File: config.mk
export PLATFORM = sky130hd
export DESIGN_NAME = snoop_filter_ctl
export DESIGN_NICKNAME = d
export VERILOG_FILES = /design/src/rtl/sf_pkg.sv /design/src/rtl/sf_lookup.sv /design/src/rtl/sf_policy.sv /design/src/rtl/sf_ack_track.sv /design/src/rtl/snoop_filter_ctl.sv
export SDC_FILE = /design/constraint.sdc
export NUM_CORES = 1
export LEC_CHECK = 0
export BUFFER_PORTS_ARGS = -buffer_cell sky130_fd_sc_hd__clkbuf_2
export CORE_MARGIN = 3
export CORE_UTILIZATION = 50
export CTS_BUF_LIST = sky130_fd_sc_hd__clkbuf_2 sky130_fd_sc_hd__clkbuf_4 sky130_fd_sc_hd__clkbuf_8
export DETAILED_ROUTE_END_ITERATION = 10
export PLACE_DENSITY = 0.67
export SETUP_SLACK_MARGIN = 0.1
export SYNTH_ARGS = -nofsm -noshare
export SYNTH_HDL_FRONTEND = slang
export SYNTH_SLANG_ARGS = --single-unit
export TNS_END_PERCENT = 100
File: constraint.sdc
create_clock -name clk -period 5.9 [get_ports clk]
set_clock_uncertainty 0.2 [all_clocks]
set_input_delay 0.885 -clock clk [delete_from_list [all_inputs] [get_ports clk]]
set_output_delay 0.885 -clock clk [all_outputs]
set_load 0.02 [all_outputs]
File: src/rtl/sf_pkg.sv
package sf_pkg;

  typedef enum logic [1:0] {
    LS_I = 2'd0,
    LS_S = 2'd1,
    LS_E = 2'd2,
    LS_M = 2'd3
  } lstate_t;

  typedef enum logic [1:0] {
    F_IDLE = 2'd0,
    F_WAIT = 2'd1,
    F_RESP = 2'd2
  } fsm_t;

  // a line with a single permitted holder
  function automatic logic single_owner(lstate_t s);
    return (s == LS_E) || (s == LS_M);
  endfunction

endpackage

File: src/rtl/sf_lookup.sv
module sf_lookup #(
  parameter int WAYS  = 4,
  parameter int TAG_W = 4
) (
  input  logic [WAYS-1:0]            way_vld,
  input  logic [WAYS-1:0][TAG_W-1:0] way_tag,
  input  logic [TAG_W-1:0]           req_tag,
  output logic [WAYS-1:0]            hit_vec,
  output logic                       hit,
  output logic [$clog2(WAYS)-1:0]    hit_way,
  output logic                       free_any,
  output logic [$clog2(WAYS)-1:0]    free_way
);
  localparam int WW = $clog2(WAYS);

  for (genvar g = 0; g < WAYS; g++) begin : g_cmp
    assign hit_vec[g] = way_vld[g] && (way_tag[g] == req_tag);
  end

  always_comb begin
    hit_way  = '0;
    free_way = '0;
    for (int w = WAYS - 1; w >= 0; w--) begin
      if (hit_vec[w]) hit_way = WW'(w);
      if (!way_vld[w]) free_way = WW'(w);
    end
  end

  assign hit      = |hit_vec;
  assign free_any = ~&way_vld;

endmodule

File: src/rtl/sf_policy.sv
module sf_policy
  import sf_pkg::*;
#(
  parameter int NC = 4,
  parameter int CW = 2
) (
  input  logic          hit,
  input  lstate_t       cur_st,
  input  logic [NC-1:0] cur_pres,
  input  logic [CW-1:0] core,
  input  logic          rfo,
  input  logic          mig_en,
  output logic [NC-1:0] snp_mask,
  output logic          bcast,
  output logic          inv,
  output lstate_t       grant,
  output logic [NC-1:0] new_pres
);
  logic [NC-1:0] self_bit, others;

  assign self_bit = NC'(1) << core;
  assign others   = cur_pres & ~self_bit;

  always_comb begin
    snp_mask = '0;
    bcast    = 1'b0;
    inv      = 1'b0;
    grant    = LS_S;
    new_pres = self_bit;
    if (!hit) begin
      grant = rfo ? LS_M : LS_E;
    end else if (others == '0) begin
      grant = rfo ? LS_M : cur_st;
    end else if (rfo) begin
      snp_mask = others;
      bcast    = (cur_st == LS_S);
      inv      = 1'b1;
      grant    = LS_M;
    end else if (!single_owner(cur_st)) begin
      new_pres = cur_pres | self_bit;
    end else if (cur_st == LS_M && mig_en) begin
      snp_mask = others;
      inv      = 1'b1;
      grant    = LS_M;
    end else begin
      snp_mask = others;
      new_pres = others | self_bit;
    end
  end

endmodule

File: src/rtl/sf_ack_track.sv
module sf_ack_track #(
  parameter int NC = 4,
  parameter int CW = 2
) (
  input  logic          clk,
  input  logic          rst_n,
  input  logic          load,
  input  logic [NC-1:0] load_mask,
  input  logic          ack_valid,
  input  logic [CW-1:0] ack_core,
  output logic [NC-1:0] pend,
  output logic          last
);
  logic [NC-1:0] ack_bit;

  assign ack_bit = ack_valid ? (NC'(1) << ack_core) : '0;
  assign last    = (pend != '0) && ((pend & ~ack_bit) == '0);

  always_ff @(posedge clk) begin
    if (!rst_n)    pend <= '0;
    else if (load) pend <= load_mask;
    else           pend <= pend & ~ack_bit;
  end

endmodule

File: src/rtl/snoop_filter_ctl.sv
module snoop_filter_ctl
  import sf_pkg::*;
#(
  parameter int NC     = 4,
  parameter int SETS   = 4,
  parameter int WAYS   = 4,
  parameter int ADDR_W = 6
) (
  input  logic                    clk,
  input  logic                    rst_n,
  input  logic                    mig_en,
  input  logic                    req_valid,
  output logic                    req_ready,
  input  logic [ADDR_W-1:0]       req_addr,
  input  logic [$clog2(NC)-1:0]   req_core,
  input  logic                    req_rfo,
  output logic                    stall_full,
  output logic                    snp_valid,
  output logic [ADDR_W-1:0]       snp_addr,
  output logic [NC-1:0]           snp_mask,
  output logic                    snp_bcast,
  output logic                    snp_inv,
  input  logic                    ack_valid,
  input  logic [$clog2(NC)-1:0]   ack_core,
  output logic                    rsp_valid,
  input  logic                    rsp_ready,
  output logic [$clog2(NC)-1:0]   rsp_core,
  output logic [1:0]              rsp_state
);
  localparam int CW    = $clog2(NC);
  localparam int SET_W = $clog2(SETS);
  localparam int TAG_W = ADDR_W - SET_W;
  localparam int WW    = $clog2(WAYS);

  fsm_t fsm_q;

  logic [WAYS-1:0]            vld_q  [SETS];
  logic [WAYS-1:0][TAG_W-1:0] tag_q  [SETS];
  lstate_t                    st_q   [SETS][WAYS];
  logic [NC-1:0]              pres_q [SETS][WAYS];

  logic [SET_W-1:0] lk_set;
  logic [TAG_W-1:0] lk_tag;
  logic [WAYS-1:0]  hit_vec;
  logic             hit, free_any;
  logic [WW-1:0]    hit_way, free_way, use_way;

  assign lk_set  = req_addr[SET_W-1:0];
  assign lk_tag  = req_addr[ADDR_W-1:SET_W];
  assign use_way = hit ? hit_way : free_way;

  sf_lookup #(.WAYS(WAYS), .TAG_W(TAG_W)) u_lookup (
    .way_vld (vld_q[lk_set]),
    .way_tag (tag_q[lk_set]),
    .req_tag (lk_tag),
    .hit_vec (hit_vec),
    .hit     (hit),
    .hit_way (hit_way),
    .free_any(free_any),
    .free_way(free_way)
  );

  logic [NC-1:0] pol_mask, pol_pres;
  logic          pol_bcast, pol_inv;
  lstate_t       pol_grant;

  sf_policy #(.NC(NC), .CW(CW)) u_policy (
    .hit     (hit),
    .cur_st  (st_q[lk_set][hit_way]),
    .cur_pres(pres_q[lk_set][hit_way]),
    .core    (req_core),
    .rfo     (req_rfo),
    .mig_en  (mig_en),
    .snp_mask(pol_mask),
    .bcast   (pol_bcast),
    .inv     (pol_inv),
    .grant   (pol_grant),
    .new_pres(pol_pres)
  );

  // named internal events
  logic accept, need_snp, ack_last;
  logic [NC-1:0] ack_pend;

  assign req_ready  = (fsm_q == F_IDLE) && (hit || free_any);
  assign stall_full = (fsm_q == F_IDLE) && req_valid && !hit && !free_any;
  assign accept     = req_valid && req_ready;
  assign need_snp   = (pol_mask != '0);

  sf_ack_track #(.NC(NC), .CW(CW)) u_acks (
    .clk      (clk),
    .rst_n    (rst_n),
    .load     (accept && need_snp),
    .load_mask(pol_mask),
    .ack_valid(ack_valid),
    .ack_core (ack_core),
    .pend     (ack_pend),
    .last     (ack_last)
  );

  // captured transaction
  logic [SET_W-1:0] c_set;
  logic [WW-1:0]    c_way;
  logic [TAG_W-1:0] c_tag;
  lstate_t          c_grant;
  logic [NC-1:0]    c_pres;

  // entry write port
  logic             wr_en, wr_now;
  logic [SET_W-1:0] wr_set;
  logic [WW-1:0]    wr_way;
  logic [TAG_W-1:0] wr_tag;
  lstate_t          wr_state;
  logic [NC-1:0]    wr_pres;

  assign wr_now = accept && !need_snp;
  assign wr_en  = wr_now || ((fsm_q == F_WAIT) && ack_last);

  always_comb begin
    if (wr_now) begin
      wr_set = lk_set;   wr_way = use_way;   wr_tag = lk_tag;
      wr_state = pol_grant;   wr_pres = pol_pres;
    end else begin
      wr_set = c_set;    wr_way = c_way;     wr_tag = c_tag;
      wr_state = c_grant;     wr_pres = c_pres;
    end
  end

  always_ff @(posedge clk) begin
    if (!rst_n) begin
      for (int s = 0; s < SETS; s++) vld_q[s] <= '0;
    end else if (wr_en) begin
      vld_q[wr_set][wr_way] <= 1'b1;
    end
  end

  always_ff @(posedge clk) begin
    if (wr_en) begin
      tag_q[wr_set][wr_way]  <= wr_tag;
      st_q[wr_set][wr_way]   <= wr_state;
      pres_q[wr_set][wr_way] <= wr_pres;
    end
  end

  always_ff @(posedge clk) begin
    if (!rst_n) begin
      fsm_q     <= F_IDLE;
      snp_valid <= 1'b0;
      snp_addr  <= '0;
      snp_mask  <= '0;
      snp_bcast <= 1'b0;
      snp_inv   <= 1'b0;
      rsp_core  <= '0;
      c_set     <= '0;
      c_way     <= '0;
      c_tag     <= '0;
      c_grant   <= LS_I;
      c_pres    <= '0;
    end else begin
      snp_valid <= accept && need_snp;
      case (fsm_q)
        F_IDLE: if (accept) begin
          fsm_q     <= need_snp ? F_WAIT : F_RESP;
          snp_addr  <= req_addr;
          snp_mask  <= pol_mask;
          snp_bcast <= pol_bcast;
          snp_inv   <= pol_inv;
          rsp_core  <= req_core;
          c_set     <= lk_set;
          c_way     <= use_way;
          c_tag     <= lk_tag;
          c_grant   <= pol_grant;
          c_pres    <= pol_pres;
        end
        F_WAIT: if (ack_last) fsm_q <= F_RESP;
        F_RESP: if (rsp_ready) fsm_q <= F_IDLE;
        default: fsm_q <= F_IDLE;
      endcase
    end
  end

  assign rsp_valid = (fsm_q == F_RESP);
  assign rsp_state = c_grant;


  tag_unique_chk: assert property (@(posedge clk) disable iff (!rst_n)
    $onehot0(hit_vec));

  directed_onehot_chk: assert property (@(posedge clk) disable iff (!rst_n)
    snp_valid && !snp_bcast |-> $onehot(snp_mask));

  owner_single_chk: assert property (@(posedge clk) disable iff (!rst_n)
    wr_en && (wr_state == LS_M) |-> $onehot(wr_pres));

  snoop_blocks_req_chk: assert property (@(posedge clk) disable iff (!rst_n)
    (fsm_q == F_WAIT) |-> !req_ready && (ack_pend != '0));

  full_stall_chk: assert property (@(posedge clk) disable iff (!rst_n)
    stall_full |-> !req_ready);

  rsp_hold_chk: assert property (@(posedge clk) disable iff (!rst_n)
    rsp_valid && !rsp_ready |=> rsp_valid && $stable(rsp_state) && $stable(rsp_core));

  snoop_pulse_chk: assert property (@(posedge clk) disable iff (!rst_n)
    snp_valid |=> !snp_valid);

endmodule

Word-level counts from Yosys, hierarchy flattened
Memories as Yosys holds them, arrays and structs flattened.
Index checks and enable logic that the tools add are counted.
- flip-flop bits (word level): 35
- latch bits: 0
- bits in writable memories: 176
- ROM bits: 0
- input port bits: 17
- output and inout bits: 20
- word-level logic and storage cells: 145
- memories: 4
- add/sub/neg operators: 0
- multipliers: 0
- divide/modulo/power cells: 0
- magnitude comparators: 5
- eq/ne operators: 12
- shift-type cells: 2
- mux-type cells: 69
- bitwise logic cells: 8
- reductions and logical operators: 32
- memories (name ; depth ; bits a word ; rd ports ; clocked after memory_dff ; wr ports ; line ; source):
    pres_q ; 4 ; 16 ; 1 ; 0 ; 1 ; snoop_filter_ctl.sv:40 ; logic [NC-1:0] pres_q [SETS][WAYS];
    tag_q ; 4 ; 16 ; 1 ; 0 ; 1 ; snoop_filter_ctl.sv:38 ; logic [WAYS-1:0][TAG_W-1:0] tag_q [SETS];
    st_q ; 4 ; 8 ; 1 ; 0 ; 1 ; snoop_filter_ctl.sv:39 ; lstate_t st_q [SETS][WAYS];
    vld_q ; 4 ; 4 ; 1 ; 0 ; 4 ; snoop_filter_ctl.sv:37 ; logic [WAYS-1:0] vld_q [SETS];
- operator list (kind ; number):
    $mux W4 ; 20
    $mux W2 ; 26
    $mux W16 ; 2
    $demux W4 S2 ; 2
    $eq A4 B4 Y1 ; 4
    $logic_and A1 B1 Y1 ; 16
    $mux W1 ; 13
    $and A4 B4 Y4 ; 2
    $bmux W4 S2 ; 1
    $logic_not A4 Y1 ; 2
    $mux W8 ; 1
    $not A4 Y4 ; 2
    $or A4 B4 Y4 ; 2
    $reduce_bool A4 Y1 ; 2
    $reduce_or A4 Y1 ; 2
    $shl A1 B2 Y4 const A ; 2
    $eq A2 B2 Y1 const B ; 3
    $ge A3 B3 Y1 const B ; 2
    $not A2 Y3 ; 2
    $pmux W2 S3 ; 1
    $bmux W2 S2 ; 1
    $demux W2 S2 ; 1
    $eq A2 B1 Y1 const B ; 2
    $ne A2 B2 Y1 const B ; 2
    other kinds (11) ; 15

Longest topological paths before layout
An unclocked memory read counts as a cell.
- depth in word-level cells: 28
- mapped depth: 17
- mapped depth without buffers: 11

Modules after synthesis
Synthesis repeated with hierarchy kept, for this count alone.
- cell total of the unflattened synthesis: 604
- area total of the unflattened synthesis: 8998.6 µm²
- by module, submodules not included (module ; instances ; cells an instance ; area each (µm²) ; seq. area each (µm²)):
    snoop_filter_ctl ; 1 ; 507 ; 8264.2 ; 5785.5
    sf_lookup ; 1 ; 40 ; 299.0 ; 0.0
    sf_policy ; 1 ; 31 ; 229.0 ; 0.0
    sf_ack_track ; 1 ; 26 ; 206.4 ; 80.1

Worst setup path before layout
OpenSTA, ideal clock, no wires.
- kind: input to register
- start point: input port req_addr[0]
- end point: memory pres_q[3][0] in the netlist's numbering, enable pin
- library setup time: 376 ps
- arrival time: 4335 ps
- data required time: 5324 ps
- setup slack: 988 ps
- cell stages on the path: 15
- buffers on the path: 4
- cells stage by stage: buf_6 > buf_6 > mux4_2 > xnor2_1 > and3_1 > o21ai_2 > clkbuf_1 > o311ai_0 > a32o_1 > o211a_1 > a31oi_2 > a21oi_4 > buf_6 > a22o_1 > nor2_1
- word-level cells in the longest chain between the ends: 27
- elaborated cells between the ends (all ways): 57
- those cells by class: 2 x order compare; 6 x eq/ne; 25 x mux; 3 x bitwise; 17 x reduce/logical; 4 x memory
- ends and longest elaborated chain (element ; line ; source):
    start, declared ; snoop_filter_ctl.sv:14 ; input logic [ADDR_W-1:0] req_addr,
    $mem_v2 Z4 W16 ; n/a ;
    $eq A4 B4 Y1 ; sf_lookup.sv:17 ; assign hit_vec[g] = way_vld[g] && (way_tag[g] == req_tag);
    $logic_and A1 B1 Y1 ; sf_lookup.sv:17 ;
    $mux W2 (4 in series) ; sf_lookup.sv:24 ; if (hit_vec[w]) hit_way = WW'(w);
    $not A2 Y3 (not written as such) ; snoop_filter_ctl.sv:69, snoop_filter_ctl.sv:70 ;
    $bmux W2 S2 ; snoop_filter_ctl.sv:69 ; .cur_st (st_q[lk_set][hit_way]),
    $mux W2 (not written as such) (2 in series) ; snoop_filter_ctl.sv:69 ;
    $eq A2 B2 Y1 ; sf_pkg.sv:18 ; return (s == LS_E) || (s == LS_M);
    (+7 left out) ; n/a ;
    $logic_and A1 B1 Y1 ; snoop_filter_ctl.sv:116 ; assign wr_now = accept && !need_snp;
    $mux W2 ; snoop_filter_ctl.sv:120 ; if (wr_now) begin
    $not A2 Y3 (not written as such) ; snoop_filter_ctl.sv:141 ; pres_q[wr_set][wr_way] <= wr_pres;
    $ge A3 B3 Y1 (not written as such) / $lt A3 B1 Y1 (equally long branches) ; snoop_filter_ctl.sv:141 ;
    $logic_and A1 B1 Y1 (not written as such) ; snoop_filter_ctl.sv:141 ;
    $mux W4 (not written as such) ; snoop_filter_ctl.sv:141 ;
    $demux W4 S2 ; snoop_filter_ctl.sv:141 ;
    $mux W16 (not written as such) ; snoop_filter_ctl.sv:141 ;
    end, declared ; snoop_filter_ctl.sv:40 ;
Several ways; a longest one is shown, not always the timed one. The select of a mux whose other input is x is not followed.

Worst setup path in the final report
- start point: input port req_addr[1]
- end point: memory pres_q[2][5] in the netlist's numbering, enable pin
The elaborated chain is that of the path after synthesis.

==> reports/qor.yml <==
yosys:
  synth_area_per_cell_um2: 15.05
  synth_flop_cell: "edfxtp_1"
  netlist_instances: 596
  ys_ff_latch: 205
  synth-edff-count: 176
  yosysWarnings: 0
  netlist_area_um2: 8969
  seq_area_frac_synth_pct: 65.40
  async_reset_ff_share_pct: 0
  synth.distinct_cells: 62
  synth_nets: 613
power_and_ir_drop:
  combPwrFrac_pct: 11.5
  p_switching_mw: 0.7824
  p_seq_share_pct: 50.0
  p_per_area_nw_per_um2: 323.7
  p_leak_nw: 3.639
  max-vdd-ir-drop_mv: 0.1776
  switching_share_pct: 23.41
  power.share.clock_pct: 38.5
  internal_power_mw: 2.559
sta:
  fmax_mhz: 201.8
  slew_headroom_pct: 21.96
  layout_setup_ws_ns: 0.9439
  fin_setup_tns_ns: 0
  setup-violations-final: 0
  grt_setup_unrepaired: "false"
  hold_violations: 0
  min_period_over_period_pct: 84.00
  worstMarginPinSlew_ns: 1.169
  drv_slew: 0
  fin_crit_ns: 4.956
  hold_ws_ns: 0.2618
clock_tree:
  clk_path_buf_depth: 3
  cts_sinks: 205
  cts_resized: 0
  postCtsSetupBuffers: 0
  cts_buffers: 31
  cts_tree: "done"
  path_clk_slew_ns: 0.06
  root_buffer: "clkbuf_8"
  clk_latency_ns: 0.55
  htreeDepth: 1
  cts_hold_buffers: 0
global_route:
  grtUsageTotal_pct: 21.41
  grt_first_pass_wirelength_um: 32760
  grt_overflow_total: 0
  grt_pass1_vias: 5658
  antenna_found_initial: 0
  grt_max_degree: 33
critical_path:
  startpoint: "req_addr[1]"
  path_class: "input port to flip-flop"
  regToRegStartpoint: "tag_q[3][12]$_DFFE_PP_"
  ff2ff_path_depth: 12
  end_kind: "flip-flop"
  cp.arrival_ns: 4.92
  worstPathMaxFanout: 17
  worstPathRequired_ns: 5.86
  start_kind: "input port"
outcome:
  status: "complete, no violations"
finish:
  diodes: 0
  nNetsFinal: 694
  drive_gt1_share_pct: 27.64
  final_cells: 927
  area_delta_synth_final_pct: 15.09
  fill_cells: 1326
place:
  dp_hpwl_um: 14020
  place_inst: 869
  pre_cts_ws_ns: 0.3792
  numPortBuffers: 36
  gp_congestion: 0.8997
worst_hold_path:
  holdCritPathClass: "flip-flop to flip-flop"
  worstHoldStart: "snp_inv$_SDFFE_PN0P_"
  hold_depth: 2
floorplan:
  std_cell_rows: 48
  dieArea_um2: 19580
  initial_core_util_pct: 51.49
  die_x_um: 139.9
  num_io_pins: 37
  coreArea_um2: 17420
  die_h_um: 139.9
detailed_routing:
  vias_per_cell: 5.948
  drt-wirelength-per-cell_um: 22.31
  num_vias: 5514
  final_antenna_net_count: 0
  drt_first_pass_iters: 5
  drtIter0Drc: 453
  wirelength_um: 20690
  drcViolationCount: 0
job:
  drv_cap: 0
-- per-layer routing --
layer	vias up	routed length [um]	global-route usage, %
li1	2497	-	-
met1	2738	9125	30.19
met2	239	9981	35.45
met3	40	1199	2.902
met4	0	379	5.966
met5	-	0	0
-- power by group through the flow --
stage	Sequential [mW]	Combinational, mW	Clock, mW
after floorplan	1.70	0.244	0
after global placement	1.70	0.373	0
after detailed placement	1.70	0.383	0
after CTS	1.67	0.384	1.32
after global routing	1.67	0.415	1.38
final	1.67	0.384	1.29
-- layout make-up --
class | count | area (um^2) | share of cell area, %
Sequential cell | 205 | 5866 | 56.82
Clock inverter | 13 | 161.4 | 1.564
Tap cell | 225 | 281.5 | 2.727
Multi-Input combinational cell | 346 | 2874 | 27.84
Clock buffer | 45 | 544.3 | 5.273
Timing Repair Buffer | 83 | 558.0 | 5.406
Inverter | 10 | 37.54 | 0.3636
-- cells by family (layout without fill, tap and decap cells) --
family	after synthesis	count (layout)	synth area share (%)
DFF	205	205	65.40
xor gates and xnor gates	22	22	2.148
AOI/OAI and AO/OA	109	109	8.622
and+or+nand+nor	138	138	7.910
muxes	77	77	13.36
buffers and inverters	45	151	2.553
-- final timing paths --
check                                         endpoint  slack, ns
worst max-delay path            pres_q[2][5]$_DFFE_PP_       0.94
worst min-delay path              snp_inv$_SDFFE_PN0P_       0.26
worst max register to register    st_q[1][7]$_DFFE_PP_       1.32
worst min register to register    snp_inv$_SDFFE_PN0P_       0.26
-- synthesized netlist by cell type, drive strengths merged, types with 2 or more instances --
cell type / instances / area [um^2]
nand4: 7 / 50.05
o22ai: 7 / 50.05
mux4: 33 / 743.2
and3: 11 / 68.82
a21oi: 24 / 135.1
mux2: 9 / 101.3
o21ai: 35 / 182.7
o311a: 3 / 30.03
buf: 22 / 142.6
nand2: 12 / 45.04
o32ai: 2 / 36.29
a22oi: 4 / 48.79
mux2i: 35 / 354.1
nor2b: 13 / 81.33
and2: 3 / 18.77
edfxtp: 176 / 5285
xnor2: 14 / 122.6
o21a: 6 / 45.04
inv: 10 / 37.54
xor2: 8 / 70.07
a32oi: 2 / 17.52
a21o: 6 / 45.04
a211oi: 3 / 22.52
nand3b: 2 / 15.01
nor2: 48 / 180.2
nand3: 12 / 60.06
clkbuf: 13 / 48.80
dfxtp: 29 / 580.6
a31oi: 5 / 56.31
nand2b: 4 / 25.02
nor3: 23 / 145.1
-- cells in the final DEF, fill, tap and decap left out, types with 4 or more instances in the layout --
cell type and count:
nor2b_1 13, and3_1 11, mux2_1 4, clkbuf_8 33, o21a_1 6, edfxtp_1 176
o21ai_0 15, a21oi_1 22, clkinv_1 5, clkbuf_2 36, o22ai_1 6, a21o_1 6
mux2i_1 34, nand2_1 12, xor2_1 8, dfxtp_1 29, clkbuf_4 12, a31oi_2 4
o21ai_1 18, nor2_1 48, nand2b_1 4, bufinv_16 4, buf_4 45, nand4_1 6
inv_1 10, nor3_2 6, mux2_2 5, xnor2_1 14, nor3_1 17, mux4_2 33
nand3_1 12
-- flip-flops by register name, indices dropped and copies added, names as in the netlist, 4 cells and up --
| signal | count |
|---|---|
| vld_q | 16 |
| pres_q | 64 |
| snp_addr | 6 |
| st_q | 32 |
| snp_mask | 4 |
| u_acks.pend | 4 |
| tag_q | 64 |
| c_pres | 4 |
-- worst max-delay path, stage by stage --
cell      delay [ns]
clkbuf_2        0.29
buf_12          0.22
mux2i_1         0.22
xor2_1          0.33
nand3b_1        0.27
a21oi_2         0.34
o311ai_0        0.26
a32o_1          0.38
o211a_1         0.25
a31oi_2         0.27
a21oi_4         0.14
mux2i_2         0.22
nor2_1          0.82
-- through the flow --
step | power, mW | cell area [um^2] | util [%]
final | 3.341 | 10320 | 59.27
after global routing | 3.474 | 10320 | 59.27
after CTS | 3.372 | 10320 | 59.27
after detailed placement | 2.085 | 9617 | 55.22
after global placement | 2.072 | 9617 | 55.22
after floorplan | 1.947 | 8969 | -
Note: power is estimated with default switching activity, not from simulation.
